`src/rtl/ibr_pkg.sv`:
```
package ibr_pkg;
   typedef enum logic [1:0] {
      SEL_CMD  = 2'd0,
      SEL_DATA = 2'd1,
      SEL_STAT = 2'd2,
      SEL_NONE = 2'd3
   } ibr_sel_e;

   localparam int STAT_READY_BIT = 0;
   localparam int STAT_OVR_BIT   = 1;
endpackage

```
`src/rtl/ibr_host_regs.sv`:
```
module ibr_host_regs
   import ibr_pkg::*;
#(
   parameter int DATA_W = 32,
   parameter int ADDR_W = 10,
   parameter int WE_BIT = 15
) (
   input  logic              clk,
   input  logic              rst_n,
   input  logic [1:0]        host_sel,
   input  logic              host_wr,
   input  logic [DATA_W-1:0] host_wdata,
   output logic [DATA_W-1:0] host_rdata,
   input  logic              busy,
   input  logic              fill,
   input  logic [DATA_W-1:0] fill_data,
   output logic              start,
   output logic              start_we,
   output logic [ADDR_W-1:0] start_addr,
   output logic [DATA_W-1:0] data_q,
   output logic              ovr_q
);
   localparam logic [DATA_W-1:0] CMD_MASK =
      (DATA_W'(1) << WE_BIT) | ((DATA_W'(1) << ADDR_W) - DATA_W'(1));

   logic [DATA_W-1:0] cmd_q;
   logic              wr_cmd, wr_data, wr_stat;

   assign wr_cmd  = host_wr && (ibr_sel_e'(host_sel) == SEL_CMD);
   assign wr_data = host_wr && (ibr_sel_e'(host_sel) == SEL_DATA);
   assign wr_stat = host_wr && (ibr_sel_e'(host_sel) == SEL_STAT);

   assign start      = wr_cmd && !busy;
   assign start_we   = host_wdata[WE_BIT];
   assign start_addr = host_wdata[ADDR_W-1:0];

   always_ff @(posedge clk or negedge rst_n) begin
      if (!rst_n) begin
         cmd_q <= '0;
      end else if (start) begin
         cmd_q <= host_wdata & CMD_MASK;
      end
   end

   always_ff @(posedge clk or negedge rst_n) begin
      if (!rst_n) begin
         data_q <= '0;
      end else if (fill) begin
         data_q <= fill_data;
      end else if (wr_data && !busy) begin
         data_q <= host_wdata;
      end
   end

   always_ff @(posedge clk or negedge rst_n) begin
      if (!rst_n) begin
         ovr_q <= 1'b0;
      end else if (wr_cmd && busy) begin
         ovr_q <= 1'b1;
      end else if (wr_stat && host_wdata[STAT_OVR_BIT]) begin
         ovr_q <= 1'b0;
      end
   end

   always_comb begin
      host_rdata = '0;
      unique case (ibr_sel_e'(host_sel))
         SEL_CMD:  host_rdata = cmd_q;
         SEL_DATA: host_rdata = data_q;
         SEL_STAT: begin
            host_rdata[STAT_READY_BIT] = !busy;
            host_rdata[STAT_OVR_BIT]   = ovr_q;
         end
         default:  host_rdata = '0;
      endcase
   end
endmodule

```
`src/rtl/ibr_seq.sv`:
```
module ibr_seq #(
   parameter int DATA_W   = 32,
   parameter int ADDR_W   = 10,
   parameter bit HOLD_REQ = 1'b1
) (
   input  logic              clk,
   input  logic              rst_n,
   input  logic              start,
   input  logic              start_we,
   input  logic [ADDR_W-1:0] start_addr,
   input  logic [DATA_W-1:0] start_wdata,
   input  logic              be_ack,
   output logic              busy,
   output logic              fill,
   output logic              be_req,
   output logic              be_we,
   output logic [ADDR_W-1:0] be_addr,
   output logic [DATA_W-1:0] be_wdata
);
   logic busy_q;

   always_ff @(posedge clk or negedge rst_n) begin
      if (!rst_n) begin
         busy_q   <= 1'b0;
         be_we    <= 1'b0;
         be_addr  <= '0;
         be_wdata <= '0;
      end else if (start) begin
         busy_q   <= 1'b1;
         be_we    <= start_we;
         be_addr  <= start_addr;
         be_wdata <= start_wdata;
      end else if (busy_q && be_ack) begin
         busy_q   <= 1'b0;
      end
   end

   assign busy = busy_q;
   assign fill = busy_q && be_ack && !be_we;

   generate
      if (HOLD_REQ) begin : g_level_req
         assign be_req = busy_q;
      end else begin : g_pulse_req
         logic sent_q;
         always_ff @(posedge clk or negedge rst_n) begin
            if (!rst_n) begin
               sent_q <= 1'b0;
            end else if (start) begin
               sent_q <= 1'b0;
            end else if (be_req) begin
               sent_q <= 1'b1;
            end
         end
         assign be_req = busy_q && !sent_q;
      end
   endgenerate
endmodule

```
`src/rtl/ind_reg_bridge.sv`:
```
module ind_reg_bridge #(
   parameter int DATA_W   = 32,
   parameter int ADDR_W   = 10,
   parameter int WE_BIT   = 15,
   parameter bit HOLD_REQ = 1'b1
) (
   input  logic              clk,
   input  logic              rst_n,
   input  logic [1:0]        host_sel,
   input  logic              host_wr,
   input  logic [DATA_W-1:0] host_wdata,
   output logic [DATA_W-1:0] host_rdata,
   output logic              be_req,
   output logic              be_we,
   output logic [ADDR_W-1:0] be_addr,
   output logic [DATA_W-1:0] be_wdata,
   input  logic              be_ack,
   input  logic [DATA_W-1:0] be_rdata
);
   generate
      if (WE_BIT < ADDR_W || WE_BIT >= DATA_W) begin : g_bad_we_bit
         $error("write flag position must lie above the register number and inside the word");
      end
      if (DATA_W < 2) begin : g_bad_width
         $error("data word must hold the two status bits");
      end
   endgenerate

   logic              busy;
   logic              fill;
   logic              start;
   logic              start_we;
   logic [ADDR_W-1:0] start_addr;
   logic [DATA_W-1:0] data_q;
   logic              ovr;

   ibr_host_regs #(
      .DATA_W (DATA_W),
      .ADDR_W (ADDR_W),
      .WE_BIT (WE_BIT)
   ) u_regs (
      .clk        (clk),
      .rst_n      (rst_n),
      .host_sel   (host_sel),
      .host_wr    (host_wr),
      .host_wdata (host_wdata),
      .host_rdata (host_rdata),
      .busy       (busy),
      .fill       (fill),
      .fill_data  (be_rdata),
      .start      (start),
      .start_we   (start_we),
      .start_addr (start_addr),
      .data_q     (data_q),
      .ovr_q      (ovr)
   );

   ibr_seq #(
      .DATA_W   (DATA_W),
      .ADDR_W   (ADDR_W),
      .HOLD_REQ (HOLD_REQ)
   ) u_seq (
      .clk         (clk),
      .rst_n       (rst_n),
      .start       (start),
      .start_we    (start_we),
      .start_addr  (start_addr),
      .start_wdata (data_q),
      .be_ack      (be_ack),
      .busy        (busy),
      .fill        (fill),
      .be_req      (be_req),
      .be_we       (be_we),
      .be_addr     (be_addr),
      .be_wdata    (be_wdata)
   );
endmodule

```
`config.mk`:
```
export PLATFORM = sky130hd
export DESIGN_NAME = ind_reg_bridge
export DESIGN_NICKNAME = d
export VERILOG_FILES = /design/src/rtl/ibr_pkg.sv /design/src/rtl/ibr_host_regs.sv /design/src/rtl/ibr_seq.sv /design/src/rtl/ind_reg_bridge.sv
export SDC_FILE = /design/constraint.sdc
export NUM_CORES = 1
export LEC_CHECK = 0
export BUFFER_PORTS_ARGS = -buffer_cell sky130_fd_sc_hd__clkbuf_2
export CORE_ASPECT_RATIO = 0.75
export CORE_MARGIN = 4
export CORE_UTILIZATION = 35
export CTS_CLUSTER_DIAMETER = 80
export DETAILED_ROUTE_END_ITERATION = 6
export SKIP_LAST_GASP = 1
export SLEW_MARGIN = 40
export SYNTH_ARGS = -nofsm -noshare
export SYNTH_HDL_FRONTEND = slang
export SYNTH_SLANG_ARGS = --single-unit
```
`constraint.sdc`:
```
create_clock -name clk -period 2.5 [get_ports clk]
set_input_delay 0.5 -clock clk [delete_from_list [all_inputs] [get_ports clk]]
set_output_delay 0.5 -clock clk [all_outputs]
set_load 0.02 [all_outputs]
```
Word level (Yosys, flattened, before mapping)

Cells that the tools add are included.

Register bits: 88
Bits of input ports: 70
Output and inout bits: 76

Equality and inequality tests: 2
Muxes and demuxes: 8
Reduce and logical (&&, ||, !) cells: 15

Operator list:

| cell                                           | number |
|---|---|
| two-way mux 32 bit                             | 2 |
| case mux 30 bit (2 select lines)               | 1 |
| logical AND 1 bit                              | 9 |
| case mux 2 bit (3 select lines)                | 1 |
| nonzero test 2 bit                             | 3 |
| two-way mux 1 bit                              | 4 |
| == test 2 x 1 -> 1 bit (second input constant) | 1 |
| == test 2 bit (second input constant)          | 1 |
| logical NOT 1 bit                              | 2 |
| logical NOT 2 bit                              | 1 |

Logic depth before layout (Yosys ltp)

Depth after elaboration: 5
Gate-level depth with buffers: 5
Mapped depth without buffers: 3

Cells and area by module

From an unflattened synthesis, not the netlist that was laid out.

Cell total of the unflattened synthesis: 294
Area, all modules: 4345.4 µm²

Modules (own cells, without submodules):

| module        | instances | cells each | area each (µm²) | seq. area each (µm²) |
|---|---|---|---|---|
| ibr_host_regs | 1         | 197        | 2496.1          | 1101.1 |
| ibr_seq       | 1         | 97         | 1849.3          | 1101.1 |

Worst setup path after synthesis

OpenSTA, ideal clock, no wires.

Kind: input -> output
From: in host_sel[1]
To: out host_rdata[0]
Arrival: 1.361 ns
Required time: 2.000 ns
Path slack: 0.639 ns
Cell stages on the path: 5
Path buffers: 2
Path through: buf_4 -> nor2b_1 -> clkbuf_1 -> nand2_1 -> o21ai_0

Word-level cells in the longest chain between the ends: 2
Elaborated cells on any way between the ends: 4
Classes of those cells: eq/ne: 2; mux: 1; reduce/logical: 1

Ends and longest elaborated chain:

| item                                        | RTL line             | source |
|---|---|---|
| from (decl)                                 | ind_reg_bridge.sv:9  | `input logic [1:0] host_sel,` |
| == test 2 bit, or another cell as far along | ibr_host_regs.sv:67  | `unique case (ibr_sel_e'(host_sel))` |
| case mux 2 bit (3 select lines) *           | ibr_host_regs.sv:67  |  |
| to (decl)                                   | ind_reg_bridge.sv:12 | `output logic [DATA_W-1:0] host_rdata,` |

Every way passes the cells marked *; elsewhere a longest branch is shown, timed or not.

Worst setup path in the final report

From: reg u_seq.busy_q, in the netlist u_seq.be_req
To: out host_rdata[0]

Word-level cells in the longest chain between the ends: 2

Ends and longest elaborated chain:

| item                            | RTL line            | source |
|---|---|---|
| from (decl)                     | ibr_seq.sv:20       | `logic busy_q;` |
| from (signal assigned)          | ibr_seq.sv:24       | `busy_q <= 1'b0;` |
| from (signal assigned)          | ibr_seq.sv:29       | `busy_q <= 1'b1;` |
| from (signal assigned)          | ibr_seq.sv:34       | `busy_q <= 1'b0;` |
| logical NOT 1 bit               | ibr_host_regs.sv:71 | `host_rdata[STAT_READY_BIT] = !busy;` |
| case mux 2 bit (3 select lines) | ibr_host_regs.sv:67 |  |

No other way between the ends.

==> out/results.ini <==
[status]
status = finished, final reports clean

[timing]
skew_ps = 5.45
rsz0062_at_grt = no
slew-limit-headroom_pct = 65.8
setup_tns_ps = 0
setup_viol = 0
timing.fmax_mhz = 519
hold_viol = 0
slew_viol_final = 0
min_period_ps = 1930
tightest_slew_ps = 513
period_share_pct = 77.1

[floorplan]
core_region_area_sq_mm = 0.0109
die_h_um = 99.4
ioPinCount = 146
dieArea_sq_mm = 0.0129
initial_utilization_pct = 35.8
rows = 33
die_x_um = 130

[setup_path]
path_max_fanout = 6
crit_family = flip-flops
cp_slowest_cell = dfrtp_1
cp-end-kind = primary output
path_class = reg2out
cpPeakStageDelay_ps = 480
worst_setup_path_start_kind = flop
critPathArrivalTime_ps = 1430
worst_ep_required_time_ps = 2000
crit_buf_inv = 2
path_cells = inv_1 > mux2i_1 > o21ai_0 > clkbuf_2

[route]
drtIter0Drc = 69
viasPerCell = 4.56
drt_first_pass_iters = 3
antenna_left = 0
drt_drc_violations_left = 0
vias = 2527
wl_per_cell_um = 15.9
routed_wl_um = 8810

[power_and_ir_drop]
power.switching_mw = 1.66
power.density_mw_per_mm2 = 1000
ir_drop_uv = 550
comb_power_share_pct = 33.2
sw_frac_of_total_pct = 32.5
p_seq_share_pct = 39.5
p_leak_nw = 2.61
power.internal_mw = 3.45
clockPowerShare_pct = 27.4
finalPower_mw = 5.11

[logic_synthesis]
synth_cell_types = 23
syn_avg_cell_area_sq_um = 15.1
synth_common_cells = dfrtp_1 (77), mux2_4 (58), mux2_2 (47)
syn-cell-area_sq_mm = 0.00390
yosys_warnings = 0
synth_area_leader_cell = dfrtp_1
synth_cells = 258
synth_ff_type = dfrtp_1
synth_edf_count = 0
ys_seq_area_share_pct = 49.4
synth_top_cell_area_share_pct = 49.4
synthArstFlopShare_pct = 100
synth_most_common_cell = dfrtp_1
synth_area_leaders = dfrtp_1 (49%), mux2_4 (22%), mux2_2 (14%)
synth_seq_cells = 77
syn-num-nets = 328

[global_routing]
gr-total-overflow = 0
grt_pass1_vias = 2718
grt_pass1_wl_um = 14200
grt_max_degree = 41
antenna_found_initial = 0
globalRouteTotalUtil_pct = 14.2

[job]
drv_cap = 0

[clock_tree]
cts_sinks = 77
cts_root_buf = clkbuf_16
post_cts_buffers = 0
cts_resized = 0
clk_pin_slew_ps = 60
cts_tree = built
clk_latency_ps = 330
htreeDepth = 3
clk_path_buf_depth = 2
numCtsBuffers = 9
holdBufCountCts = 0

[placement]
io_buffers = 145
dpl.hpwl_um = 6480
place_congestion = 0.728

[hold_path]
hp-class = in2async

[layout]
diodes = 0
area_delta_synth_final_pct = 30.8
drive_gt1_share_pct = 68.1
final_nets = 479

## registers in the layout, indices dropped and copies added (netlist names)
name and flops:
u_seq.be_addr 9, u_regs.ovr_q 1, u_regs.data_q 32, u_seq.be_req 1, u_seq.be_wdata 32, u_regs.cmd_q 2
## routing by layer
metal  global-route usage, %  wire length (um)  vias to the layer above
met1                    19.2              4070                     1221
li1                        -                 -                     1208
met2                    21.1              3910                       89
met3                    5.64               729                        9
met4                    3.83                99                        0
met5                       0                 0                        -
## cells by family after synthesis
kind of cell | share of synthesized area, %
AND/OR/NAND/NOR | 6.29
flip-flops | 49.4
buffers and inverters | 3.72
AO/OA/AOI/OAI | 1.57
multiplexers | 39.0
## area by class of cell
class,instances,area [sq um]
timing repair buffer,155,828
sequential,77,1930
fill,1025,5800
multi-input combinational,164,1830
clock buffer,14,294
inverter,2,7.51
clock inverter,2,37.5
tap,140,175
## power groups by stage
| stage | clock network [mW] | registers (mW) | logic, mW |
|---|---|---|---|
| after global routing | 1.50 | 2.09 | 1.82 |
| after CTS | 1.44 | 2.03 | 1.73 |
| after global placement | 0 | 2.02 | 1.70 |
| after floorplan | 0 | 2.32 | 0.815 |
| after detailed placement | 0 | 2.04 | 1.72 |
| final | 1.40 | 2.02 | 1.70 |
## cells in the final DEF (no fill, tap or decap), drive strengths merged
master,count
mux2,105
o21ai,4
o21bai,2
inv,2
buf,11
nand2b,1
dfrtp,77
a21oi,1
nor3,1
clkinvlp,1
clkbuf,158
nor2b,1
and2,21
nor4bb,1
o21ba,1
mux2i,12
nor2,10
nand3b,1
bufinv,1
nand2,3
## through the flow
stage | util, % | instance area [sq um] | hold WS (ps) | setup WS, ps | instances
6_report | 46.8 | 5100 | 136 | 573 | 554
2_1_floorplan | - | 3900 | 204 | 639 | 258
5_1_grt | 46.8 | 5100 | 159 | 447 | 554
3_3_place_gp | 43.7 | 4770 | 490 | 545 | 538
3_5_place_dp | 43.7 | 4770 | 498 | 512 | 538
4_1_cts | 46.8 | 5100 | 151 | 558 | 554
## worst paths after layout
path,startpoint,endpoint,slack [ps],cells after the start
min reg2reg,u_seq.be_wdata[6],u_seq.be_wdata[6],510,1
min in group clk,be_ack,u_seq.be_req,420,2
max in group asynchronous,rst_n,u_regs.data_q[17],1750,2
max,u_seq.be_req,host_rdata[0],570,4
max reg2reg,u_seq.be_req,u_regs.data_q[11],610,4
min,rst_n,u_regs.ovr_q,140,1
## worst reg2reg max path, cell delays in order, from the launching register on
cell and delay (ps):
dfrtp_1 520, nand3b_4 380, buf_12 310, mux2_4 310, mux2_4 250
Power figures use the tool's default switching activity.
